--- src/rtl/tagdir_pkg.sv ---
package tagdir_pkg;
  typedef enum logic [3:0] {
    OP_ACCESS   = 4'd0,
    OP_PRESENT  = 4'd1,
    OP_AVAIL    = 4'd2,
    OP_ALLOC    = 4'd3,
    OP_DEALLOC  = 4'd4,
    OP_PROBE    = 4'd5,
    OP_SETPERM  = 4'd6,
    OP_LOCK_SET = 4'd7,
    OP_LOCK_CLR = 4'd8,
    OP_LOCK_TST = 4'd9
  } op_e;

  typedef enum logic [1:0] {
    PERM_NP  = 2'd0,
    PERM_INV = 2'd1,
    PERM_RO  = 2'd2,
    PERM_RW  = 2'd3
  } perm_e;

  typedef enum logic [1:0] {
    REQ_LD = 2'd0,
    REQ_IF = 2'd1,
    REQ_ST = 2'd2
  } req_e;
endpackage

--- src/rtl/tagdir_set_match.sv ---
module tagdir_set_match #(
  parameter int WAYS  = 4,
  parameter int TAG_W = 22,
  localparam int WAY_W = $clog2(WAYS)
) (
  input  logic [WAYS-1:0]             valid_i,
  input  logic [WAYS-1:0][TAG_W-1:0]  tag_i,
  input  logic [WAYS-1:0][1:0]        perm_i,
  input  logic [TAG_W-1:0]            req_tag_i,
  output logic                        hit_o,
  output logic [WAY_W-1:0]            hit_way_o,
  output logic                        free_any_o,
  output logic [WAY_W-1:0]            free_way_o
);
  import tagdir_pkg::*;

  logic [WAYS-1:0] hit_vec, free_vec;

  for (genvar w = 0; w < WAYS; w++) begin : g_way
    assign free_vec[w] = !valid_i[w] || (perm_i[w] == PERM_NP);
    assign hit_vec[w]  = !free_vec[w] && (tag_i[w] == req_tag_i);
  end

  assign hit_o      = |hit_vec;
  assign free_any_o = |free_vec;

  // descending scan so the lowest index wins
  always_comb begin
    hit_way_o  = '0;
    free_way_o = '0;
    for (int w = WAYS-1; w >= 0; w--) begin
      if (hit_vec[w])  hit_way_o  = WAY_W'(w);
      if (free_vec[w]) free_way_o = WAY_W'(w);
    end
  end
endmodule

--- src/rtl/tagdir_lru.sv ---
module tagdir_lru #(
  parameter int SETS = 16,
  parameter int WAYS = 4,
  localparam int SET_W = $clog2(SETS),
  localparam int WAY_W = $clog2(WAYS)
) (
  input  logic             clk_i,
  input  logic             rst_ni,
  input  logic             touch_i,
  input  logic [SET_W-1:0] touch_set_i,
  input  logic [WAY_W-1:0] touch_way_i,
  input  logic [SET_W-1:0] query_set_i,
  output logic [WAY_W-1:0] victim_way_o
);
  // age 0 = most recent, WAYS-1 = least recent; ages form a permutation
  logic [SETS-1:0][WAYS-1:0][WAY_W-1:0] age_q;
  logic [WAY_W-1:0] touched_age;

  assign touched_age = age_q[touch_set_i][touch_way_i];

  always_ff @(posedge clk_i or negedge rst_ni) begin
    if (!rst_ni) begin
      for (int s = 0; s < SETS; s++)
        for (int w = 0; w < WAYS; w++)
          age_q[s][w] <= WAY_W'(w);
    end else if (touch_i) begin
      for (int w = 0; w < WAYS; w++) begin
        if (WAY_W'(w) == touch_way_i)
          age_q[touch_set_i][w] <= '0;
        else if (age_q[touch_set_i][w] < touched_age)
          age_q[touch_set_i][w] <= age_q[touch_set_i][w] + 1'b1;
      end
    end
  end

  always_comb begin
    victim_way_o = '0;
    for (int w = 0; w < WAYS; w++)
      if (age_q[query_set_i][w] == WAY_W'(WAYS-1)) victim_way_o = WAY_W'(w);
  end
endmodule

--- src/rtl/tag_directory.sv ---
module tag_directory #(
  parameter int ADDR_W = 32,
  parameter int OFF_W  = 6,
  parameter int SETS   = 16,
  parameter int WAYS   = 4,
  parameter int CTX_W  = 4,
  localparam int SET_W = $clog2(SETS),
  localparam int WAY_W = $clog2(WAYS),
  localparam int TAG_W = ADDR_W - OFF_W - SET_W
) (
  input  logic              clk_i,
  input  logic              rst_ni,
  input  logic              cmd_valid_i,
  input  logic [3:0]        cmd_op_i,
  input  logic [ADDR_W-1:0] cmd_addr_i,
  input  logic [1:0]        cmd_req_i,
  input  logic [1:0]        cmd_perm_i,
  input  logic [CTX_W-1:0]  cmd_ctx_i,
  output logic              rsp_valid_o,
  output logic              rsp_ok_o,
  output logic              rsp_err_o,
  output logic [WAY_W-1:0]  rsp_way_o,
  output logic [ADDR_W-1:0] rsp_addr_o
);
  import tagdir_pkg::*;

  localparam logic [CTX_W-1:0] CTX_NONE = '1;

  logic [SETS-1:0][WAYS-1:0]             valid_q;
  logic [SETS-1:0][WAYS-1:0][TAG_W-1:0]  tag_q;
  logic [SETS-1:0][WAYS-1:0][1:0]        perm_q;
  logic [SETS-1:0][WAYS-1:0][CTX_W-1:0]  lock_q;

  logic [SET_W-1:0] set_idx;
  logic [TAG_W-1:0] req_tag;
  op_e              op;
  logic             hit, free_any;
  logic [WAY_W-1:0] hit_way, free_way, victim_way, touch_way;
  logic [1:0]       hit_perm;
  logic             n_ok, n_err, touch;
  logic [WAY_W-1:0] n_way;
  logic [ADDR_W-1:0] n_addr;
  logic             unused_offset;

  assign set_idx       = cmd_addr_i[OFF_W +: SET_W];
  assign req_tag       = cmd_addr_i[ADDR_W-1 -: TAG_W];
  assign op            = op_e'(cmd_op_i);
  assign unused_offset = ^cmd_addr_i[OFF_W-1:0];

  tagdir_set_match #(.WAYS(WAYS), .TAG_W(TAG_W)) u_match (
    .valid_i    (valid_q[set_idx]),
    .tag_i      (tag_q[set_idx]),
    .perm_i     (perm_q[set_idx]),
    .req_tag_i  (req_tag),
    .hit_o      (hit),
    .hit_way_o  (hit_way),
    .free_any_o (free_any),
    .free_way_o (free_way)
  );

  assign touch_way = (op == OP_ALLOC) ? free_way : hit_way;

  tagdir_lru #(.SETS(SETS), .WAYS(WAYS)) u_lru (
    .clk_i        (clk_i),
    .rst_ni       (rst_ni),
    .touch_i      (cmd_valid_i && touch),
    .touch_set_i  (set_idx),
    .touch_way_i  (touch_way),
    .query_set_i  (set_idx),
    .victim_way_o (victim_way)
  );

  assign hit_perm = perm_q[set_idx][hit_way];

  always_comb begin
    n_ok   = 1'b0;
    n_err  = 1'b0;
    touch  = 1'b0;
    n_way  = hit_way;
    n_addr = '0;
    unique case (op)
      OP_ACCESS: begin
        touch = hit;
        n_ok  = hit && ((hit_perm == PERM_RW) ||
                ((hit_perm == PERM_RO) && (cmd_req_i == REQ_LD || cmd_req_i == REQ_IF)));
      end
      OP_PRESENT: n_ok = hit;
      OP_AVAIL:   n_ok = hit || free_any;
      OP_ALLOC: begin
        n_way = free_way;
        if (hit || !free_any) n_err = 1'b1;
        else begin
          n_ok  = 1'b1;
          touch = 1'b1;
        end
      end
      OP_PROBE: begin
        n_way = victim_way;
        if (free_any) n_err = 1'b1;
        else begin
          n_ok   = 1'b1;
          n_addr = {tag_q[set_idx][victim_way], set_idx, {OFF_W{1'b0}}};
        end
      end
      OP_DEALLOC, OP_SETPERM, OP_LOCK_SET, OP_LOCK_CLR: begin
        n_err = !hit;
        n_ok  = hit;
      end
      OP_LOCK_TST: begin
        n_err = !hit;
        n_ok  = hit && (lock_q[set_idx][hit_way] == cmd_ctx_i);
      end
      default: n_err = 1'b1;
    endcase
  end

  always_ff @(posedge clk_i or negedge rst_ni) begin
    if (!rst_ni) begin
      valid_q <= '0;
      tag_q   <= '0;
      perm_q  <= '0;
      lock_q  <= '1;
    end else if (cmd_valid_i && !n_err) begin
      unique case (op)
        OP_ALLOC: begin
          valid_q[set_idx][free_way] <= 1'b1;
          tag_q[set_idx][free_way]   <= req_tag;
          perm_q[set_idx][free_way]  <= PERM_INV;
          lock_q[set_idx][free_way]  <= CTX_NONE;
        end
        OP_DEALLOC: begin
          valid_q[set_idx][hit_way] <= 1'b0;
          perm_q[set_idx][hit_way]  <= PERM_NP;
          lock_q[set_idx][hit_way]  <= CTX_NONE;
        end
        OP_SETPERM: begin
          perm_q[set_idx][hit_way] <= cmd_perm_i;
          lock_q[set_idx][hit_way] <= CTX_NONE;
        end
        OP_LOCK_SET: lock_q[set_idx][hit_way] <= cmd_ctx_i;
        OP_LOCK_CLR: lock_q[set_idx][hit_way] <= CTX_NONE;
        default: ;
      endcase
    end
  end

  always_ff @(posedge clk_i or negedge rst_ni) begin
    if (!rst_ni) begin
      rsp_valid_o <= 1'b0;
      rsp_ok_o    <= 1'b0;
      rsp_err_o   <= 1'b0;
      rsp_way_o   <= '0;
      rsp_addr_o  <= '0;
    end else begin
      rsp_valid_o <= cmd_valid_i;
      rsp_ok_o    <= cmd_valid_i && n_ok;
      rsp_err_o   <= cmd_valid_i && n_err;
      rsp_way_o   <= n_way;
      rsp_addr_o  <= n_addr;
    end
  end
endmodule

--- config.mk ---
export PLATFORM = sky130hd
export DESIGN_NAME = tag_directory
export DESIGN_NICKNAME = d
export VERILOG_FILES = /design/src/rtl/tagdir_pkg.sv /design/src/rtl/tagdir_set_match.sv /design/src/rtl/tagdir_lru.sv /design/src/rtl/tag_directory.sv
export SDC_FILE = /design/constraint.sdc
export NUM_CORES = 2
export LEC_CHECK = 0
export ABC_AREA = 1
export BUFFER_PORTS_ARGS = -buffer_cell sky130_fd_sc_hd__buf_2
export CAP_MARGIN = 15
export CELL_PAD_IN_SITES_DETAIL_PLACEMENT = 1
export CELL_PAD_IN_SITES_GLOBAL_PLACEMENT = 1
export CORE_MARGIN = 2
export CORE_UTILIZATION = 35
export CTS_CLUSTER_DIAMETER = 40
export CTS_CLUSTER_SIZE = 10
export DETAILED_ROUTE_END_ITERATION = 8
export GPL_TIMING_DRIVEN = 1
export PLACE_DENSITY = 0.76
export SKIP_CTS_REPAIR_TIMING = 1
export SYNTH_ARGS = -nofsm -noshare
export SYNTH_HDL_FRONTEND = slang
export SYNTH_SLANG_ARGS = --single-unit
export TNS_END_PERCENT = 30
--- constraint.sdc ---
create_clock -name clk_i -period 4 [get_ports clk_i]
set_input_delay 0.2 -clock clk_i [delete_from_list [all_inputs] [get_ports clk_i]]
set_output_delay 0.2 -clock clk_i [all_outputs]
set_load 0.1 [all_outputs]
======== After elaboration in Yosys (flattened, before gate mapping) ========
Index checks and enable logic that the tools add are counted.
word-level totals
  latch bits .............................. 0
  logic and storage cells ................. 484
  RAM bits ................................ 0
  bits of input ports ..................... 47
  output and inout bits ................... 37
  memories ................................ 0
  flip-flop bits (word level) ............. 2021
  bits in read-only memories .............. 0
cells by class
  equal/unequal tests ..................... 23
  $lt $le $gt $ge ......................... 12
  reductions and logical operators ........ 53
  mux-type cells .......................... 97
  $add $sub $neg .......................... 4
  bitwise gates (word level) .............. 18
  multiply operators ...................... 0
  shift operators ......................... 0
  div/mod/pow operators ................... 0
operators by type and width
  cell                 number
  $bwmux W1408         1
  $mux W128            11
  $pmux W256 S3        1
  $and A128 B128 Y128  5
  $bwmux W128          5
  $not A128 Y128       5
  $or A256 B256 Y256   2
  $pmux W128 S3        1
  $bmux W88 S4         1
  $demux W88 S4        1
  $bwmux W256          1
  $demux W8 S4         6
  $mux W88             2
  $and A64 B64 Y64     2
  $demux W16 S4        2
  $not A64 Y64         2
  $or A64 B64 Y64      2
  $pmux W64 S2         1
  $eq A22 B22 Y1       4
  $bmux W16 S4         1
  $bmux W8 S4          2
  $mux W32             2
  $mux W16             3
  $bmux W22 S2         1
  other kinds (44)     143

======== Logic depth before layout (Yosys ltp) ========
  depth in word-level cells ............... 28
  depth in mapped cells ................... 36
  mapped depth without buffers ............ 31

======== Modules after synthesis ========
A second synthesis with hierarchy kept.
unflattened totals
  cells, all modules ...................... 13166
  area total of the unflattened synthesis .. 102797.3 µm²
by module, submodules not included
  module            cells each  seq. area each (µm²)  instances  area each (µm²)
  tag_directory     11101       47540.6               1          90689.5
  tagdir_lru        1801        3283.1                1          10732.8
  tagdir_set_match  264         0.0                   1          1375.1

======== Worst setup path after synthesis ========
No wires, ideal clock.
  path type ............................... in2reg
  start point ............................. input port cmd_addr_i[7]
  end point ............................... register u_lru.age_q[97] (netlist name)
  library setup time ...................... 118 ps
  data arrival time ....................... 4052 ps
  required time ........................... 3882 ps
  cell stages on the path ................. 32
  path buffers ............................ 6
  path slack .............................. -170 ps
  cells stage by stage .................... buf_4 > nand2_1 > inv_2 > buf_2 > buf_2 > nand2_1 > nand2_1 > o21ai_0 > nand2_1 > nor2_1 > nand2_1 > nand2_1 > nand3_1 > nor2_1 > nand3_1 > nand2_1 > nand2_1 > nand3_1 > nand2_1 > nor2_1 > inv_1 > buf_2 > buf_2 > o221ai_1 > ha_1 > nand2_1 > nand2_1 > nand2_1 > clkbuf_1 > nand2_1 > nand2_1 > nand2_1
between the ends
  cells in the longest elaborated chain, start to end .. 28
  elaborated cells between the ends (all ways) .. 93
  those cells by class .................... add/sub (4); order compare (6); eq/ne (7); mux (41); bitwise (8); reduce/logical (27)
RTL lines
  what                                                   line                 RTL
  start, declared                                        tag_directory.sv:15  input logic [ADDR_W-1:0] cmd_addr_i,
  branches (longest 28 deep; another with $lt A2 B2 Y1)  --
  end signal, assigned by index                          tagdir_lru.sv:25     age_q[s][w] <= WAY_W'(w);
  end signal, assigned by index                          tagdir_lru.sv:31     age_q[touch_set_i][w] <= age_q[touch_set_i][w] + 1'b1;
  end, declared                                          tagdir_lru.sv:16     logic [SETS-1:0][WAYS-1:0][WAY_W-1:0] age_q;
Several ways; the timed one is not identified. The select of a mux whose other input is x is not followed.
A chain may end at the register's enable or synchronous reset.

======== Worst setup path in the final report ========
  start point ............................. register tag_q[28] (netlist name)
  end point ............................... register u_lru.age_q[48] (netlist name)
between the ends
  cells in the longest elaborated chain, start to end .. 24
  elaborated cells between the ends (all ways) .. 39
  those cells by class .................... order compare (4); eq/ne (4); mux (23); bitwise (3); reduce/logical (5)
RTL lines
  what                              line                    RTL
  start, declared                   tag_directory.sv:30     logic [SETS-1:0][WAYS-1:0][TAG_W-1:0] tag_q;
  start signal, assigned by index   tag_directory.sv:127    tag_q[set_idx][free_way] <= req_tag;
  $bmux W88 S4 *                    tag_directory.sv:52     .tag_i (tag_q[set_idx]),
  $mux W88 (not written as such) *  tag_directory.sv:52
  $eq A22 B22 Y1 *                  tagdir_set_match.sv:21  assign hit_vec[w] = !free_vec[w] && (tag_i[w] == req_tag_i);
  $logic_and A1 B1 Y1 *             tagdir_set_match.sv:21
  $mux W2 (2 in series)             tagdir_set_match.sv:32  if (hit_vec[w]) hit_way_o = WAY_W'(w);
  $mux W2                           tag_directory.sv:61     assign touch_way = (op == OP_ALLOC) ? free_way : hit_way;
  $bmux W2 S2                       tagdir_lru.sv:19        assign touched_age = age_q[touch_set_i][touch_way_i];
  $mux W2 (not written as such)     tagdir_lru.sv:19
  [... 7 more ...]                  --
  $mux W128                         tagdir_lru.sv:26        end else if (touch_i) begin
  $bwmux W128                       tagdir_lru.sv:31
  $mux W128                         tagdir_lru.sv:30        else if (age_q[touch_set_i][w] < touched_age)
  $mux W128                         tagdir_lru.sv:28        if (WAY_W'(w) == touch_way_i)
  $mux W128                         tagdir_lru.sv:26
  $bwmux W128                       tagdir_lru.sv:31
  $mux W128                         tagdir_lru.sv:30
  $mux W128                         tagdir_lru.sv:28
Mark *: on every way between the ends. The rest lies on a longest branch, timed or not. The select of a mux whose other input is x is not followed.

==> summary.md <==
| Metric | Value |
|---|---|
| Critical path's slowest cell | `dfrtp_1` |
| CTS tree | `done` |
| Final Hold Fails | `10` |
| Max Clock Freq | `240 MHz` |
| GPL Wtd Cong | `1.01` |
| RR Startpoint | `tag_q[28]` |
| Full die area | `0.303 sq mm` |
| Final setup viols | `263` |
| Mux cell area share after synthesis | `0` |
| Worst reg2reg endpoint | `u_lru.age_q[48]` |
| Setup WS post-layout | `-0.173 ns` |
| Overall routing resource usage | `0.309` |
| First-pass GRT wire length | `720000 microns` |
| Io pins | `84` |
| Post-route minimum period | `4.17 ns` |
| Reg power frac | `0.346` |
| Area fraction in compound gates after synthesis | `0.155` |
| Clock power share | `0.571` |
| Hold Path Class | `in -> async` |
| Die width | `550 microns` |
| Pint | `45.3 mW` |
| Via density | `5.80` |
| RSZ-0062 raised after global routing | `yes` |
| Slew Limit Headroom | `0.285` |
| Final Util | `0.467` |
| Family with the most delay on the worst path | `simple AND/OR/NAND/NOR gates` |
| Crit path max fanout | `7` |
| Share of cells above drive strength 1 | `0.220` |
| Netlist cell types | `46` |
| Cell Area, Synth | `0.104 sq mm` |
| Switch Pwr | `16.2 mW` |
| Register-to-Register Path Depth | `31` |
| Adder-Cell Fraction of Synth Area | `0.000838` |
| Syn_area_per_cell | `7.37 sq um` |
| Reg clk slew, reported paths | `0.06 ns` |
| Antenna-violating nets left | `0` |
| Rows | `200` |
| Vias | `114000` |
| Starting density of the core | `0.352` |
| Worst path depth | `31` |
| Setup crit start | `tag_q[28]` |
| Worst-margin pin slew | `1.07 ns` |
| H-tree Lvls | `5` |
| CP bufs+invs | `7` |
| CP Launch Type | `flop` |
| Worst path required time | `4.87 ns` |
| Switch share | `0.263` |
| Vias in the first global route | `114000` |
| Flops & latches, synth | `2015` |
| DRC | `0` |
| Cts bufs inserted | `382` |
| Number of synthesis warnings | `0` |
| Worst-Skew Late Latency | `1.01 ns` |
| CTS Sinks | `2015` |
| Area delta synth->final | `32.8%` |
| DR pass1 iterations | `6` |
| Die height | `550 microns` |
| Routed wire per std cell | `25.9 microns` |
| Xor and xnor fraction of the mapped netlist area | `0.0000838` |
| Pin count of the biggest net entering global routing | `160` |
| Sequential-to-total area share from yosys stat | `0.486` |
| Main combinational cell family by area after synthesis | `simple AND/OR/NAND/NOR gates` |
| Pwr per Cell Area | `443 mW/mm^2` |
| CTS root buf | `clkbuf_16` |
| Commonest non-fill, non-tap cell in the layout | `nand2_1` |
| Hold WS | `-0.0589 ns` |
| Most frequent cells in the layout | `nand2_1, dfrtp_1, buf_4` |
| Core ar. | `0.297 sq mm` |
| Simple-Gate Fraction of Synth Area | `0.296` |
| Share of the synthesized area in the top cell type | `0.406` |
| Initial antenna violation count | `32` |
| DRT iter0 DRCs | `12800` |
| Port-buffer cells | `70` |
| Routed WL | `507000 microns` |
| Max IR drop VDD | `0.382 mV` |
| Max incr delay on CP | `0.38 ns` |
| Fin nets | `15400` |
| Failing checks | `hold timing, setup timing` |
| Leakage | `66.8 nW` |
| Crit path arrival time | `5.04 ns` |
| Sum of negative setup slack | `-14.44 ns` |
| Gr ovfl total | `0` |
| Crit Path Category | `reg -> reg` |
| Max-Cap Viols | `0` |
| Max-slew violation count | `0` |
| Comb power frac | `0.083` |
| Critical path endpoint | `u_lru.age_q[48]` |
| Biggest area consumer among synthesized cells | `dfrtp_1` |
| Clock buffer depth | `4` |
| CP endpoint kind | `flop` |
| Dpl hpwl | `315000 microns` |
| Reg2Reg Setup Slack | `-0.17 ns` |
| Cell count after synthesis | `14200` |
| Skew final | `0.108 ns` |
| Area contributors post-synth | `dfrtp_1, nand2_1, dfstp_2` |
| Status | `finished with violations` |
| CP most frequent cell | `nand2_1` |
| Period utilization | `1.04` |
-- per-stage QoR --
step	hold slack, ns	instance area (sq um)	power [mW]	instances	setup WS (ns)
after floorplan	-0.0956	105000	23.5	14200	0.00527
after global placement	0.290	121000	26.1	18700	-1.00
after detailed placement	0.287	121000	26.2	18700	-1.11
after CTS	-0.726	135000	61.2	19400	-0.610
after global routing	0.0266	139000	62.9	19600	-0.303
final	-0.0589	139000	61.5	19600	-0.173
-- worst reg2reg max path: cells and delay by family, from the launching register on --
kind	cells	cell delay, ns
simple gates	20	1.93
buf+inv	7	0.99
compound gates	3	0.53
fa+ha+maj	1	0.20
flops	1	0.38
-- synthesized netlist by cell type (all sizes together) --
master	instances
and3b	1
inv	417
nor2b	1
xor2	1
conb	1
nand3	785
a221oi	1
o21a	13
nor2	488
nand4	134
nand2	5935
nor3	104
o22ai	140
a21oi	488
o221ai	10
o31ai	85
or4	4
buf	575
and2	1
o2111ai	12
clkinv	20
o21ai	2088
dfstp	320
o211ai	86
a22oi	86
nor4	154
dfrtp	1695
nand3b	1
a41oi	1
clkbuf	509
o311ai	5
nor3b	1
ha	7
-- how the worst min path moves through the flow --
stage | start | endpoint | slack (ns) | depth (start not counted)
2_1_floorplan | rst_ni | perm_q[0] | -0.1 | 0
3_3_place_gp | rst_ni | u_lru.age_q[9] | 0.29 | 1
3_5_place_dp | rst_ni | u_lru.age_q[9] | 0.29 | 1
4_1_cts | rst_ni | u_lru.age_q[17] | -0.73 | 1
5_1_grt | rst_ni | u_lru.age_q[17] | 0.03 | 2
6_report | rst_ni | u_lru.age_q[17] | -0.06 | 2
-- power groups by stage --
stage	registers, mW	logic [mW]	clock network, mW
after global placement	21.5	4.56	0
after CTS	21.2	4.70	35.2
after detailed placement	21.6	4.65	0
after floorplan	21.5	2.01	0
after global routing	21.3	5.33	36.3
final	21.3	5.09	35.1
-- metal layers --
metal  vias up  global-route usage  share of wire
li1      49100                   -              -
met1     57200               0.392           0.39
met2      5708               0.484           0.45
met3      1638              0.0619          0.093
met4        19               0.193          0.073
met5         -             0.00266        0.00043
-- registers in the layout, summed over array words and instances (netlist names) --
register     cells
lock_q         256
perm_q         128
rsp_addr_o      26
rsp_err_o        1
rsp_ok_o         1
rsp_valid_o      1
rsp_way_o        2
tag_q         1408
u_lru.age_q    128
valid_q         64
-- cell type report --
class | count | area (sq um)
clock buffers | 495 | 10700
clock inverters | 213 | 3240
fillers | 35600 | 158000
multi-input cells | 10600 | 49300
well taps | 3939 | 4930
flip-flops and latches | 2015 | 50800
inverters | 437 | 1720
diodes | 30 | 75.1
repair buffers | 1839 | 18000
-- cell families after synthesis --
| family | Yosys count |
|---|---|
| AOI/OAI and AO/OA | 3015 |
| DFF | 2015 |
| buffers and inverters | 1521 |
| xor gates and xnor gates | 1 |
| other | 1 |
| adders and majority gates | 7 |
| and+or+nand+nor | 7609 |
Note: power is estimated with default switching activity, not from simulation.
